===== config.mk =====
export PLATFORM = sky130hd
export DESIGN_NAME = tmr_irq_agg
export DESIGN_NICKNAME = d
export VERILOG_FILES = /design/src/rtl/tmr_irq_pkg.sv /design/src/rtl/tmr_irq_chan.sv /design/src/rtl/tmr_irq_arb.sv /design/src/rtl/tmr_irq_agg.sv
export SDC_FILE = /design/constraint.sdc
export NUM_CORES = 1
export LEC_CHECK = 0
export ABC_CLOCK_PERIOD_IN_PS = 1850
export BUFFER_PORTS_ARGS = -buffer_cell sky130_fd_sc_hd__buf_2
export CAP_MARGIN = 20
export CORE_UTILIZATION = 50
export CTS_BUF_LIST = sky130_fd_sc_hd__clkbuf_8
export CTS_CLUSTER_DIAMETER = 30
export DETAILED_ROUTE_END_ITERATION = 12
export PLACE_DENSITY = 0.78
export SYNTH_ARGS = -nofsm -noshare
export SYNTH_HDL_FRONTEND = slang
export SYNTH_SLANG_ARGS = --single-unit

===== constraint.sdc =====
create_clock -name clk_i -period 1.85 [get_ports clk_i]
set_clock_uncertainty 0.1 [all_clocks]
set_input_delay 0.0925 -clock clk_i [delete_from_list [all_inputs] [get_ports clk_i]]
set_output_delay 0.0925 -clock clk_i [all_outputs]
set_load 0.02 [all_outputs]

===== src/rtl/tmr_irq_pkg.sv =====
package tmr_irq_pkg;
  localparam int unsigned NCH_D   = 2;
  localparam int unsigned NSRC_D  = 6;
  localparam int unsigned LVL_W_D = 3;
  localparam int unsigned DW_D    = 8;
  localparam int unsigned AW_D    = 3;

  typedef enum logic [1:0] {
    REG_STAT = 2'd0,
    REG_EN   = 2'd1,
    REG_CTL  = 2'd2,
    REG_NONE = 2'd3
  } reg_kind_e;
endpackage


===== src/rtl/tmr_irq_chan.sv =====
module tmr_irq_chan #(
  parameter int unsigned NSRC  = 6,
  parameter int unsigned LVL_W = 3,
  parameter int unsigned DW    = 8,
  localparam int unsigned NMATCH = NSRC - 2,
  localparam int unsigned EN_W   = NMATCH + 1
) (
  input  logic             clk_i,
  input  logic             rst_ni,
  input  logic [NSRC-1:0]  evt_i,
  input  logic             stat_we_i,
  input  logic             en_we_i,
  input  logic             ctl_we_i,
  input  logic [DW-1:0]    wdata_i,
  output logic [NSRC-1:0]  stat_o,
  output logic [EN_W-1:0]  en_o,
  output logic [LVL_W-1:0] lvl_o,
  output logic             req_o
);
  logic [NSRC-1:0]  stat_q, stat_d, keep_mask, en_mask;
  logic [EN_W-1:0]  en_q;
  logic [LVL_W-1:0] lvl_q;

  assign keep_mask = stat_we_i ? wdata_i[NSRC-1:0] : '1;
  // set has priority over a same-cycle clearing write
  assign stat_d = (stat_q & keep_mask) | evt_i;

  for (genvar k = 0; k < NSRC; k++) begin : g_mask
    if (k < NMATCH) begin : g_match
      assign en_mask[k] = en_q[k];
    end else begin : g_wrap
      assign en_mask[k] = en_q[NMATCH];
    end
  end

  always_ff @(posedge clk_i or negedge rst_ni) begin
    if (!rst_ni) begin
      stat_q <= '0;
      en_q   <= '0;
      lvl_q  <= '0;
    end else begin
      stat_q <= stat_d;
      if (en_we_i)  en_q  <= wdata_i[EN_W-1:0];
      if (ctl_we_i) lvl_q <= wdata_i[LVL_W-1:0];
    end
  end

  assign req_o  = |(stat_q & en_mask);
  assign stat_o = stat_q;
  assign en_o   = en_q;
  assign lvl_o  = lvl_q;
endmodule


===== src/rtl/tmr_irq_arb.sv =====
module tmr_irq_arb #(
  parameter int unsigned NCH   = 2,
  parameter int unsigned LVL_W = 3,
  localparam int unsigned CH_W = (NCH > 1) ? $clog2(NCH) : 1
) (
  input  logic                 ien_i,
  input  logic [LVL_W-1:0]     ipl_i,
  input  logic [NCH-1:0]       req_i,
  input  logic [NCH*LVL_W-1:0] lvl_i,
  output logic                 req_o,
  output logic [CH_W-1:0]      vec_o
);
  logic [LVL_W-1:0] best_lvl, cur_lvl;
  logic             found;
  logic [CH_W-1:0]  best_idx;

  always_comb begin
    found    = 1'b0;
    best_lvl = '0;
    best_idx = '0;
    for (int c = 0; c < NCH; c++) begin
      cur_lvl = lvl_i[c*LVL_W +: LVL_W];
      // strict compare keeps the lower index on a tie
      if (ien_i && req_i[c] && (cur_lvl > ipl_i) && (!found || cur_lvl > best_lvl)) begin
        found    = 1'b1;
        best_lvl = cur_lvl;
        best_idx = CH_W'(c);
      end
    end
  end

  assign req_o = found;
  assign vec_o = best_idx;
endmodule


===== src/rtl/tmr_irq_agg.sv =====
module tmr_irq_agg
  import tmr_irq_pkg::*;
#(
  parameter int unsigned NCH   = NCH_D,
  parameter int unsigned NSRC  = NSRC_D,
  parameter int unsigned LVL_W = LVL_W_D,
  parameter int unsigned DW    = DW_D,
  parameter int unsigned AW    = AW_D,
  localparam int unsigned EN_W = NSRC - 1,
  localparam int unsigned CH_W = (NCH > 1) ? $clog2(NCH) : 1
) (
  input  logic                clk_i,
  input  logic                rst_ni,
  input  logic [NCH*NSRC-1:0] evt_i,
  input  logic [AW-1:0]       reg_addr_i,
  input  logic                reg_we_i,
  input  logic [DW-1:0]       reg_wdata_i,
  output logic [DW-1:0]       reg_rdata_o,
  input  logic                ien_i,
  input  logic [LVL_W-1:0]    ipl_i,
  output logic                irq_req_o,
  output logic [CH_W-1:0]     irq_vec_o,
  input  logic                irq_ack_i
);
  logic [NCH*NSRC-1:0]  stat_flat;
  logic [NCH*EN_W-1:0]  en_flat;
  logic [NCH*LVL_W-1:0] lvl_flat;
  logic [NCH-1:0]       chan_req;

  for (genvar c = 0; c < NCH; c++) begin : g_ch
    tmr_irq_chan #(.NSRC(NSRC), .LVL_W(LVL_W), .DW(DW)) u_chan (
      .clk_i     (clk_i),
      .rst_ni    (rst_ni),
      .evt_i     (evt_i[c*NSRC +: NSRC]),
      .stat_we_i (reg_we_i && reg_addr_i == AW'(c)),
      .en_we_i   (reg_we_i && reg_addr_i == AW'(NCH + c)),
      .ctl_we_i  (reg_we_i && reg_addr_i == AW'(2*NCH + c)),
      .wdata_i   (reg_wdata_i),
      .stat_o    (stat_flat[c*NSRC +: NSRC]),
      .en_o      (en_flat[c*EN_W +: EN_W]),
      .lvl_o     (lvl_flat[c*LVL_W +: LVL_W]),
      .req_o     (chan_req[c])
    );
  end

  reg_kind_e rd_kind;
  logic [CH_W-1:0] rd_ch;

  always_comb begin
    rd_kind = REG_NONE;
    rd_ch   = '0;
    for (int c = 0; c < NCH; c++) begin
      if (reg_addr_i == AW'(c))         begin rd_kind = REG_STAT; rd_ch = CH_W'(c); end
      if (reg_addr_i == AW'(NCH + c))   begin rd_kind = REG_EN;   rd_ch = CH_W'(c); end
      if (reg_addr_i == AW'(2*NCH + c)) begin rd_kind = REG_CTL;  rd_ch = CH_W'(c); end
    end
  end

  always_comb begin
    reg_rdata_o = '0;
    unique case (rd_kind)
      REG_STAT: reg_rdata_o = DW'(stat_flat[rd_ch*NSRC +: NSRC]);
      REG_EN:   reg_rdata_o = DW'(en_flat[rd_ch*EN_W +: EN_W]);
      REG_CTL:  reg_rdata_o = DW'({chan_req[rd_ch], lvl_flat[rd_ch*LVL_W +: LVL_W]});
      default:  reg_rdata_o = '0;
    endcase
  end

  tmr_irq_arb #(.NCH(NCH), .LVL_W(LVL_W)) u_arb (
    .ien_i (ien_i),
    .ipl_i (ipl_i),
    .req_i (chan_req),
    .lvl_i (lvl_flat),
    .req_o (irq_req_o),
    .vec_o (irq_vec_o)
  );
endmodule


==> impl_metrics.py, run 1 <==
metrics = {
    "outcome": {
        "status": "finished with violations",
        "violations": "negative setup slack",
    },
    "timing": {
        "slew_headroom_pct": 58.6,
        "fmax_mhz": 382,
        "fin_crit_sh_pct": 142,
        "slew_viol_final": 0,
        "rsz0062_at_grt": "true",
        "hold_viol_final": 0,
        "layout_min_cycle_time_ns": 2.62,
        "tightest_slew_ns": 0.622,
        "setup_violations": 2,
        "worst_slack_ns": -0.770,
    },
    "power_and_ir_drop": {
        "power_leakage_uw": 0.00104,
        "vdd_drop_max_v": 0.000600,
        "p_per_area_nw_per_um2": 854,
        "total_power_uw": 2030,
    },
    "global_route": {
        "gr-total-overflow": 0,
        "grt_pass1_wl_um": 6750,
        "first_global_vias": 1483,
        "antenna_found_initial": 0,
        "grt_max_degree": 29,
        "grt.total_usage_pct": 26.9,
    },
    "floorplanning": {
        "coreArea_um2": 3100,
        "fp-row-count": 20,
        "dieArea_um2": 3580,
        "die_x_um": 59.8,
        "num_io_pins": 41,
        "die_h_um": 59.8,
        "start_util_pct": 53.8,
    },
    "synthesis": {
        "ys_ff_latch": 28,
        "synthTopCellsByArea": "dfrtp_1 42%, mux2_2 10%, ha_1 6.7%",
        "synth_ff_type": "dfrtp_1",
        "synth_common_cells": "28 x dfrtp_1, 17 x o21ai_0, 15 x mux2_2",
        "synth_cell_type_count": 33,
        "ys_warn_count": 0,
        "yosys.area.top_type": "dfrtp_1",
        "syn_area_per_cell_um2": 11.4,
        "synth_cells": 146,
        "ys_seq_area_share_pct": 41.9,
        "yosysTopAreaCellShare_pct": 41.9,
        "async_flop_share_pct": 100,
        "synth_area_um2": 1670,
        "synth_most_common_cell": "dfrtp_1",
        "synth_edf_count": 0,
    },
    "setup_path": {
        "crit_slowest_cell": "dfrtp_1",
        "crit_chain": "ha_4 > nor2_2 > a31oi_1 > and4_4 > buf_6 > nand2_2 > ha_4 > o21a_1 > o21ai_2 > a21boi_2 > buf_6",
        "slowest_delay_ns": 0.44,
        "end_kind": "output pin",
        "worst-path-max-fanout": 3,
        "start_kind": "register",
        "arrival_ns": 2.43,
        "critical_path_required_ns": 1.66,
        "crit_family": "adder cells",
        "path_class": "reg -> out",
        "reg2reg_slack_ns": 0.47,
        "cp_num_buf_inv": 2,
    },
    "run": {
        "max_cap_viol_count": 0,
    },
    "routing": {
        "routedWlPerCell_um": 17.4,
        "drt_first_pass_iters": 4,
        "num_vias": 1436,
        "via_per_inst": 5.57,
        "initialDrtViolationCount": 33,
        "antenna_left": 0,
        "drcViolationCount": 0,
        "drt-total-wl_um": 4500,
    },
    "final_layout": {
        "seq_area_um2": 701,
        "fillCellCount": 222,
        "diodes": 0,
        "nNetsFinal": 255,
        "multi_input_area_um2": 997,
        "layout-drive-gt1-share_pct": 45.3,
        "syn_to_final_growth_pct": 42.5,
    },
    "place": {
        "gp_congestion": 0.819,
        "dp_slack_ns": -0.478,
        "port_buffers": 35,
        "dp_hpwl_um": 3070,
    },
    "clocking": {
        "cts_tree": "built",
        "cts-root-buf": "clkbuf_8",
        "clk_path_buf_depth": 2,
        "htree_levels": 1,
        "cts.sinks": 28,
        "insertion_delay_ns": 0.29,
        "clk_pin_slew_worst_paths_ns": 0.10,
        "cts_buffers": 3,
    },
    "hold_path": {
        "hold_class": "in -> reg",
    },
}
==> cell families (layout without fill, tap and decap cells) <==
logic type,Yosys count,after routing,share of synthesized area [%]
and+or+nand+nor,38,38,14.4
DFF,28,28,41.9
adders and majority gates,9,9,6.74
other,1,2,0.225
muxes,25,25,20.5
buffers and inverters,15,82,5.39
AOI/OAI and AO/OA,30,30,10.8
==> worst register-to-register path, cell delays in order (launching register included) <==
cell and delay (ns):
dfrtp_1 0.42, o21ai_0 0.10, nand2b_1 0.08, dlygate4sd3_1 0.56
==> per-stage QoR <==
step / instances / hold slack [ns] / utilization (%) / area, um^2 / setup TNS (ns)
floorplan: 147 / -0.303 / - / 1680 / -0.298
global placement: 232 / 0.0311 / 62.6 / 1940 / -0.317
detailed placement: 232 / 0.0424 / 62.6 / 1940 / -0.494
CTS: 254 / 0.00886 / 71.5 / 2220 / -1.11
global route: 258 / 0.0275 / 76.7 / 2380 / -1.26
finish: 258 / 0.000814 / 76.7 / 2380 / -1.08
==> final cells by class <==
cell class,instances,share of cell area [%]
clock buffers,3,1.74
clock inverters,1,1.26
inverters,9,1.42
multi-input cells,104,41.9
flip-flops and latches,28,29.4
well taps,44,2.31
repair buffers,69,21.9
==> routing by layer <==
layer / track usage, % / up-vias / part of all wire (%)
li1: - / 664 / -
met1: 28.7 / 710 / 40
met2: 50.6 / 49 / 54
met3: 3.90 / 13 / 3.6
met4: 14.0 / 0 / 2.7
met5: 0 / - / 0
==> worst paths after layout <==
path / startpoint / to / cells past startpoint
worst max-delay path: g_ch[0].u_chan.lvl_o[2] / irq_vec_o / 11
worst min-delay path: reg_wdata_i[0] / g_ch[0].u_chan.lvl_o[0] / 3
worst max register to register: g_ch[1].u_chan.stat_o[5] / g_ch[1].u_chan.stat_o[5] / 3
worst min register to register: g_ch[1].u_chan.en_o[1] / g_ch[1].u_chan.en_o[1] / 1
max in group asynchronous: rst_ni / g_ch[1].u_chan.lvl_o[2] / 2
min in group asynchronous: rst_ni / g_ch[0].u_chan.en_o[3] / 2
==> sequential cells by signal, indices dropped and copies added, names as in the netlist <==
register,cells
g_ch.u_chan.en_o,10
g_ch.u_chan.stat_o,12
g_ch.u_chan.lvl_o,6
==> cells in the final DEF, fill, tap and decap left out, types with 4 or more instances in the layout <==
master / netlist / final
buf_2: 2 / 30
dfrtp_1: 28 / 28
dlygate4sd3_1: 0 / 18
o21ai_0: 17 / 15
mux2_2: 15 / 15
nand2b_1: 14 / 14
buf_4: 2 / 12
buf_6: 1 / 9
inv_1: 9 / 7
mux2i_1: 5 / 5
ha_4: 0 / 5
nand3_1: 5 / 4
ha_1: 9 / 4
==> repair_timing <==
item                       CTS  global route
setup endpoints to repair    2             5
hold endpoints to repair    44             0
setup buffers                0             6
hold buffers                18             0
gates resized for setup      5            32
pin swaps                    4            13
==> power breakdown <==
part,switching [uW],total [uW],internal (uW)
logic,334,768,434
clock network,204,494,290
registers,75.1,769,694
Power figures use the tool's default switching activity.
==> inputs of run 2 (changes only) <==
==> constraint.sdc (replaced) <==
create_clock -name clk_i -period 1.85 [get_ports clk_i]
set_clock_uncertainty 0.1 [all_clocks]
set_input_delay 0.0925 -clock clk_i [delete_from_list [all_inputs] [get_ports clk_i]]
set_output_delay 0.0925 -clock clk_i [all_outputs]
set_load 0.05 [all_outputs]
==> impl_metrics.py, run 2 (synthesis gave the netlist of run 1 again) <==
metrics = {
    "floorplanning": {
        "fp-row-count": 20,
        "dieArea_um2": 3580,
        "num_io_pins": 41,
        "die_x_um": 59.8,
        "start_util_pct": 53.8,
        "die_h_um": 59.8,
        "coreArea_um2": 3100,
    },
    "global_route": {
        "grt.total_usage_pct": 25.8,
        "antenna_found_initial": 0,
        "first_global_vias": 1527,
        "grt_max_degree": 29,
        "gr-total-overflow": 0,
        "grt_pass1_wl_um": 6650,
    },
    "timing": {
        "hold_viol_final": 0,
        "slew_headroom_pct": 59.8,
        "rsz0062_at_grt": "true",
        "slew_viol_final": 0,
        "setup_violations": 3,
        "tightest_slew_ns": 0.603,
        "worst_slack_ns": -0.741,
        "fmax_mhz": 386,
        "layout_min_cycle_time_ns": 2.59,
        "fin_crit_sh_pct": 140,
    },
    "setup_path": {
        "cp_common_cell": "ha_4",
        "end_kind": "output pin",
        "slowest_delay_ns": 0.43,
        "start_kind": "register",
        "cp_num_buf_inv": 1,
        "arrival_ns": 2.40,
        "crit_family": "compound AO/OA/AOI/OAI gates",
        "critical_path_required_ns": 1.66,
        "worst-path-max-fanout": 3,
        "crit_chain": "ha_4 > nor2_2 > a31oi_1 > and4_4 > nand2_4 > ha_4 > nor2b_2 > o21a_1 > o21ai_2 > a21boi_4 > buf_6",
        "path_class": "reg -> out",
        "crit_slowest_cell": "dfrtp_1",
    },
    "hold_path": {
        "hold_class": "in -> reg",
    },
    "routing": {
        "antenna_left": 0,
        "routedWlPerCell_um": 15.9,
        "via_per_inst": 5.52,
        "drcViolationCount": 0,
        "drt_first_pass_iters": 4,
        "num_vias": 1403,
        "initialDrtViolationCount": 33,
        "drt-total-wl_um": 4040,
    },
    "final_layout": {
        "diodes": 0,
        "layout_common_cells": "30 x buf_2, 28 x dfrtp_1, 17 x dlygate4sd3_1",
        "multi_input_area_um2": 992,
        "syn_to_final_growth_pct": 38.0,
        "fillCellCount": 225,
        "final_common_cell": "buf_2",
        "seq_area_um2": 701,
        "layout-drive-gt1-share_pct": 45.7,
        "nNetsFinal": 252,
        "largest_register_ffs": 12,
        "fin_util_pct": 74.3,
    },
    "clocking": {
        "cts_setup_buffers": 0,
        "cts-root-buf": "clkbuf_8",
        "clk_pin_slew_worst_paths_ns": 0.09,
        "cts.sinks": 28,
        "insertion_delay_ns": 0.27,
        "htree_levels": 1,
        "cts_buffers": 3,
        "clk_path_buf_depth": 2,
        "cts_tree": "built",
    },
    "place": {
        "dp_hpwl_um": 2950,
        "port_buffers": 35,
        "dp_slack_ns": -0.549,
        "gp_congestion": 0.834,
    },
    "power_and_ir_drop": {
        "power_frac_seq_pct": 40.4,
        "power_leakage_uw": 0.00101,
        "vdd_drop_max_v": 0.000457,
        "combPwrFrac_pct": 42.5,
        "power_frac_clock_pct": 17.0,
        "power_switching_uw": 639,
        "p_per_area_nw_per_um2": 821,
        "p_sw_share_pct": 33.8,
        "internal-power_uw": 1250,
    },
    "outcome": {
        "violations": "negative setup slack",
        "status": "finished with violations",
    },
    "run": {
        "max_cap_viol_count": 0,
    },
}
run 2: power by group through the flow:
stage                     clock, uW  sequential (uW)  combinational [uW]
after floorplan                   0              751                 457
after global placement            0              758                 637
after detailed placement          0              765                 671
after CTS                       334              755                 769
after global routing            358              773                 874
final                           322              765                 805
run 2: metrics by stage:
step / area [um^2] / setup TNS (ns) / total power, uW / hold slack (ns) / instances
6_report: 2300 / -1.09 / 1890 / 0.0149 / 254
5_1_grt: 2300 / -1.27 / 2010 / 0.0264 / 254
4_1_cts: 2260 / -1.07 / 1860 / 0.0250 / 254
3_5_place_dp: 1970 / -0.648 / 1440 / 0.0355 / 234
3_3_place_gp: 1970 / -0.462 / 1390 / 0.0309 / 234
2_1_floorplan: 1690 / -0.408 / 1210 / -0.303 / 147
run 2: final timing paths:
path	startpoint	to	slack [ns]	cells after the start
worst max-delay path	g_ch[0].u_chan.lvl_o[2]	irq_vec_o	-0.74	11
worst min-delay path	reg_wdata_i[0]	g_ch[0].u_chan.lvl_o[0]	0.01	3
worst max register to register	g_ch[0].u_chan.stat_o[5]	g_ch[0].u_chan.stat_o[5]	0.49	3
worst min register to register	g_ch[1].u_chan.en_o[0]	g_ch[1].u_chan.en_o[0]	0.44	1
max in group asynchronous	rst_ni	g_ch[0].u_chan.lvl_o[1]	1.00	2
min in group asynchronous	rst_ni	g_ch[1].u_chan.en_o[4]	0.25	2
run 2: worst register-to-register path: cells and delay by family, from the launching register on:
family          cells  cell delay [ns]
compound gates      1             0.09
buf+inv             1             0.57
flops               1             0.41
simple gates        1             0.07
run 2: cell type report:
cell class | count | share of cell area, %
Inverter | 9 | 1.47
Sequential cell | 28 | 30.4
Multi-Input combinational cell | 104 | 43.1
Clock buffer | 3 | 1.79
Timing Repair Buffer | 66 | 20.9
Tap cell | 44 | 2.39
run 2: repair_timing:
| item | CTS | global route |
|---|---|---|
| endpoints found under the setup margin | 3 | 5 |
| hold endpoints to repair | 43 | 0 |
| hold buffers | 17 | 0 |
| cloned | 0 | 0 |
| resized for setup | 16 | 19 |
| pin swaps | 5 | 10 |
run 2: layer usage:
| metal | vias up | routed length [um] | GRT usage (%) |
|---|---|---|---|
| met5 | - | 0 | 0 |
| met4 | 0 | 142 | 14.6 |
| met3 | 13 | 146 | 3.46 |
| met2 | 52 | 2190 | 47.8 |
| met1 | 685 | 1560 | 27.8 |
| li1 | 653 | - | - |
==> inputs of run 3 (changes only) <==
--- a/config.mk
+++ b/config.mk
@@ -8,11 +8,13 @@
 export ABC_CLOCK_PERIOD_IN_PS = 1850
 export BUFFER_PORTS_ARGS = -buffer_cell sky130_fd_sc_hd__buf_2
 export CAP_MARGIN = 20
-export CORE_UTILIZATION = 50
+export CELL_PAD_IN_SITES_DETAIL_PLACEMENT = 0
+export CELL_PAD_IN_SITES_GLOBAL_PLACEMENT = 2
+export CORE_UTILIZATION = 32
 export CTS_BUF_LIST = sky130_fd_sc_hd__clkbuf_8
 export CTS_CLUSTER_DIAMETER = 30
 export DETAILED_ROUTE_END_ITERATION = 12
-export PLACE_DENSITY = 0.78
+export PLACE_DENSITY_LB_ADDON = 0.1
 export SYNTH_ARGS = -nofsm -noshare
 export SYNTH_HDL_FRONTEND = slang
 export SYNTH_SLANG_ARGS = --single-unit
==> impl_metrics.py, run 3 (synthesis gave the netlist of run 1 again) <==
metrics = {
    "final_layout": {
        "layout_common_cells": "29 x buf_2, 28 x dfrtp_1, 17 x dlygate4sd3_1, 17 x buf_4, 15 x mux2_2",
        "fillCellCount": 489,
        "layout-drive-gt1-share_pct": 48.4,
        "largest_register_ffs": 12,
        "diodes": 0,
        "nNetsFinal": 254,
        "final_common_cell": "buf_2",
        "fin_util_pct": 48.9,
        "syn_to_final_growth_pct": 42.8,
    },
    "setup_path": {
        "end_kind": "output pin",
        "start_kind": "register",
        "worst-path-max-fanout": 2,
        "critical_path_required_ns": 1.66,
        "path_class": "reg -> out",
        "arrival_ns": 2.38,
    },
    "timing": {
        "tns_ns": -0.973,
        "rsz0062_at_grt": "true",
        "slew_viol_final": 0,
        "setup_violations": 3,
        "tightest_slew_ns": 0.629,
        "fmax_mhz": 389,
        "worst_slack_ns": -0.721,
        "fin_crit_sh_pct": 139,
        "hold_viol_final": 0,
        "slew_headroom_pct": 58.0,
        "layout_min_cycle_time_ns": 2.57,
    },
    "global_route": {
        "grt_pass1_wl_um": 6820,
        "grt_max_degree": 29,
        "grt.total_usage_pct": 16.9,
        "antenna_found_initial": 0,
        "first_global_vias": 1419,
        "gr-total-overflow": 0,
    },
    "hold_path": {
        "hold_class": "in -> reg",
    },
    "routing": {
        "antenna_left": 0,
        "met3_wirelength_um": 77,
        "drcViolationCount": 0,
        "via_per_inst": 4.78,
        "num_vias": 1338,
        "routedWlPerCell_um": 15.2,
        "initialDrtViolationCount": 45,
        "met1_length_um": 1920,
        "drt_first_pass_iters": 4,
        "top_layer_used": "met4",
        "drt-total-wl_um": 4240,
        "wl_met2_um": 2200,
    },
    "clocking": {
        "htree_levels": 1,
        "clk_path_buf_depth": 2,
        "cts.sinks": 28,
        "cts_tree": "built",
        "clk_pin_slew_worst_paths_ns": 0.10,
        "cts-root-buf": "clkbuf_8",
        "insertion_delay_ns": 0.27,
        "cts_buffers": 3,
    },
    "power_and_ir_drop": {
        "power_switching_uw": 658,
        "power_frac_clock_pct": 19.1,
        "combPwrFrac_pct": 42.7,
        "p_per_area_nw_per_um2": 830,
        "power_frac_seq_pct": 38.3,
        "p_sw_share_pct": 33.2,
        "vdd_drop_max_v": 0.000305,
        "power_leakage_uw": 0.00102,
        "internal-power_uw": 1320,
    },
    "floorplanning": {
        "dieArea_um2": 5510,
        "fp-row-count": 25,
        "start_util_pct": 34.2,
        "coreArea_um2": 4880,
        "num_io_pins": 41,
        "die_h_um": 74.3,
        "die_x_um": 74.3,
    },
    "place": {
        "dp_slack_ns": -0.501,
        "gp_congestion": 0.750,
        "dp_hpwl_um": 3130,
        "port_buffers": 35,
    },
    "outcome": {
        "status": "finished with violations",
        "violations": "negative setup slack",
    },
    "run": {
        "max_cap_viol_count": 0,
    },
}
[run 3: cell count changes in the layout (fill, tap and decap cells not counted), sizes merged]
cell / change
buf: +2
clkbuf: +1
[run 3: through the flow]
step                area [um^2]  total power, uW  instances  hold WS (ns)
global route               2390             2110        280        0.0105
detailed placement         2000             1440        257        0.0524
global placement           2000             1420        257        0.0499
floorplan                  1690             1210        147        -0.303
CTS                        2320             1940        280        0.0161
finish                     2390             1980        280        0.0200
[run 3: cell type report]
cell class	instances	area, um^2	area share, %
Clock buffer	4	55.1	2.31
Inverter	9	33.8	1.42
Multi-Input combinational cell	104	1010	42.3
Sequential cell	28	701	29.4
Tap cell	67	83.8	3.51
Timing Repair Buffer	68	503	21.1
[run 3: metal layers]
metal  track usage (%)  vias up
met5                 0        -
met4              4.40        0
met3              2.03        4
met2              30.6       26
met1              21.3      650
li1                  -      658
[run 3: power groups by stage]
stage                     combinational (uW)  sequential (uW)  clock (uW)
final                                    844              758         377
after global routing                     917              767         422
after CTS                                790              751         394
after detailed placement                 677              759           0
after global placement                   662              757           0
after floorplan                          457              751           0
[run 3: path summary, 6_finish.rpt]
path,endpoint,slack (ns),depth (start not counted),from
max,irq_vec_o,-0.72,11,g_ch[0].u_chan.lvl_o[2]
min,g_ch[0].u_chan.lvl_o[0],0.02,3,reg_wdata_i[0]
max reg2reg,g_ch[1].u_chan.stat_o[5],0.52,3,g_ch[1].u_chan.stat_o[5]
min reg2reg,g_ch[1].u_chan.en_o[3],0.45,1,g_ch[1].u_chan.en_o[3]
max in group asynchronous,g_ch[0].u_chan.lvl_o[2],0.97,2,rst_ni
min in group asynchronous,g_ch[0].u_chan.stat_o[3],0.27,2,rst_ni
[run 3: timing repair]
action | in CTS | in global routing
hold buffers | 17 | 0
gates resized for setup | 19 | 21
setup endpoints to repair | 5 | 6
hold endpoints to repair | 44 | 0
setup buffers | 2 | 0
pin swaps | 12 | 13
gates cloned | 0 | 0
[run 3: worst max-delay path, stage by stage, from the launching register on]
cell	delay [ns]
dfrtp_1	0.42
ha_4	0.28
nor2_2	0.03
a31oi_1	0.13
and4_4	0.27
nand2_4	0.06
ha_4	0.21
nor2b_2	0.14
o21a_1	0.18
o21ai_2	0.16
a21boi_4	0.07
buf_6	0.15
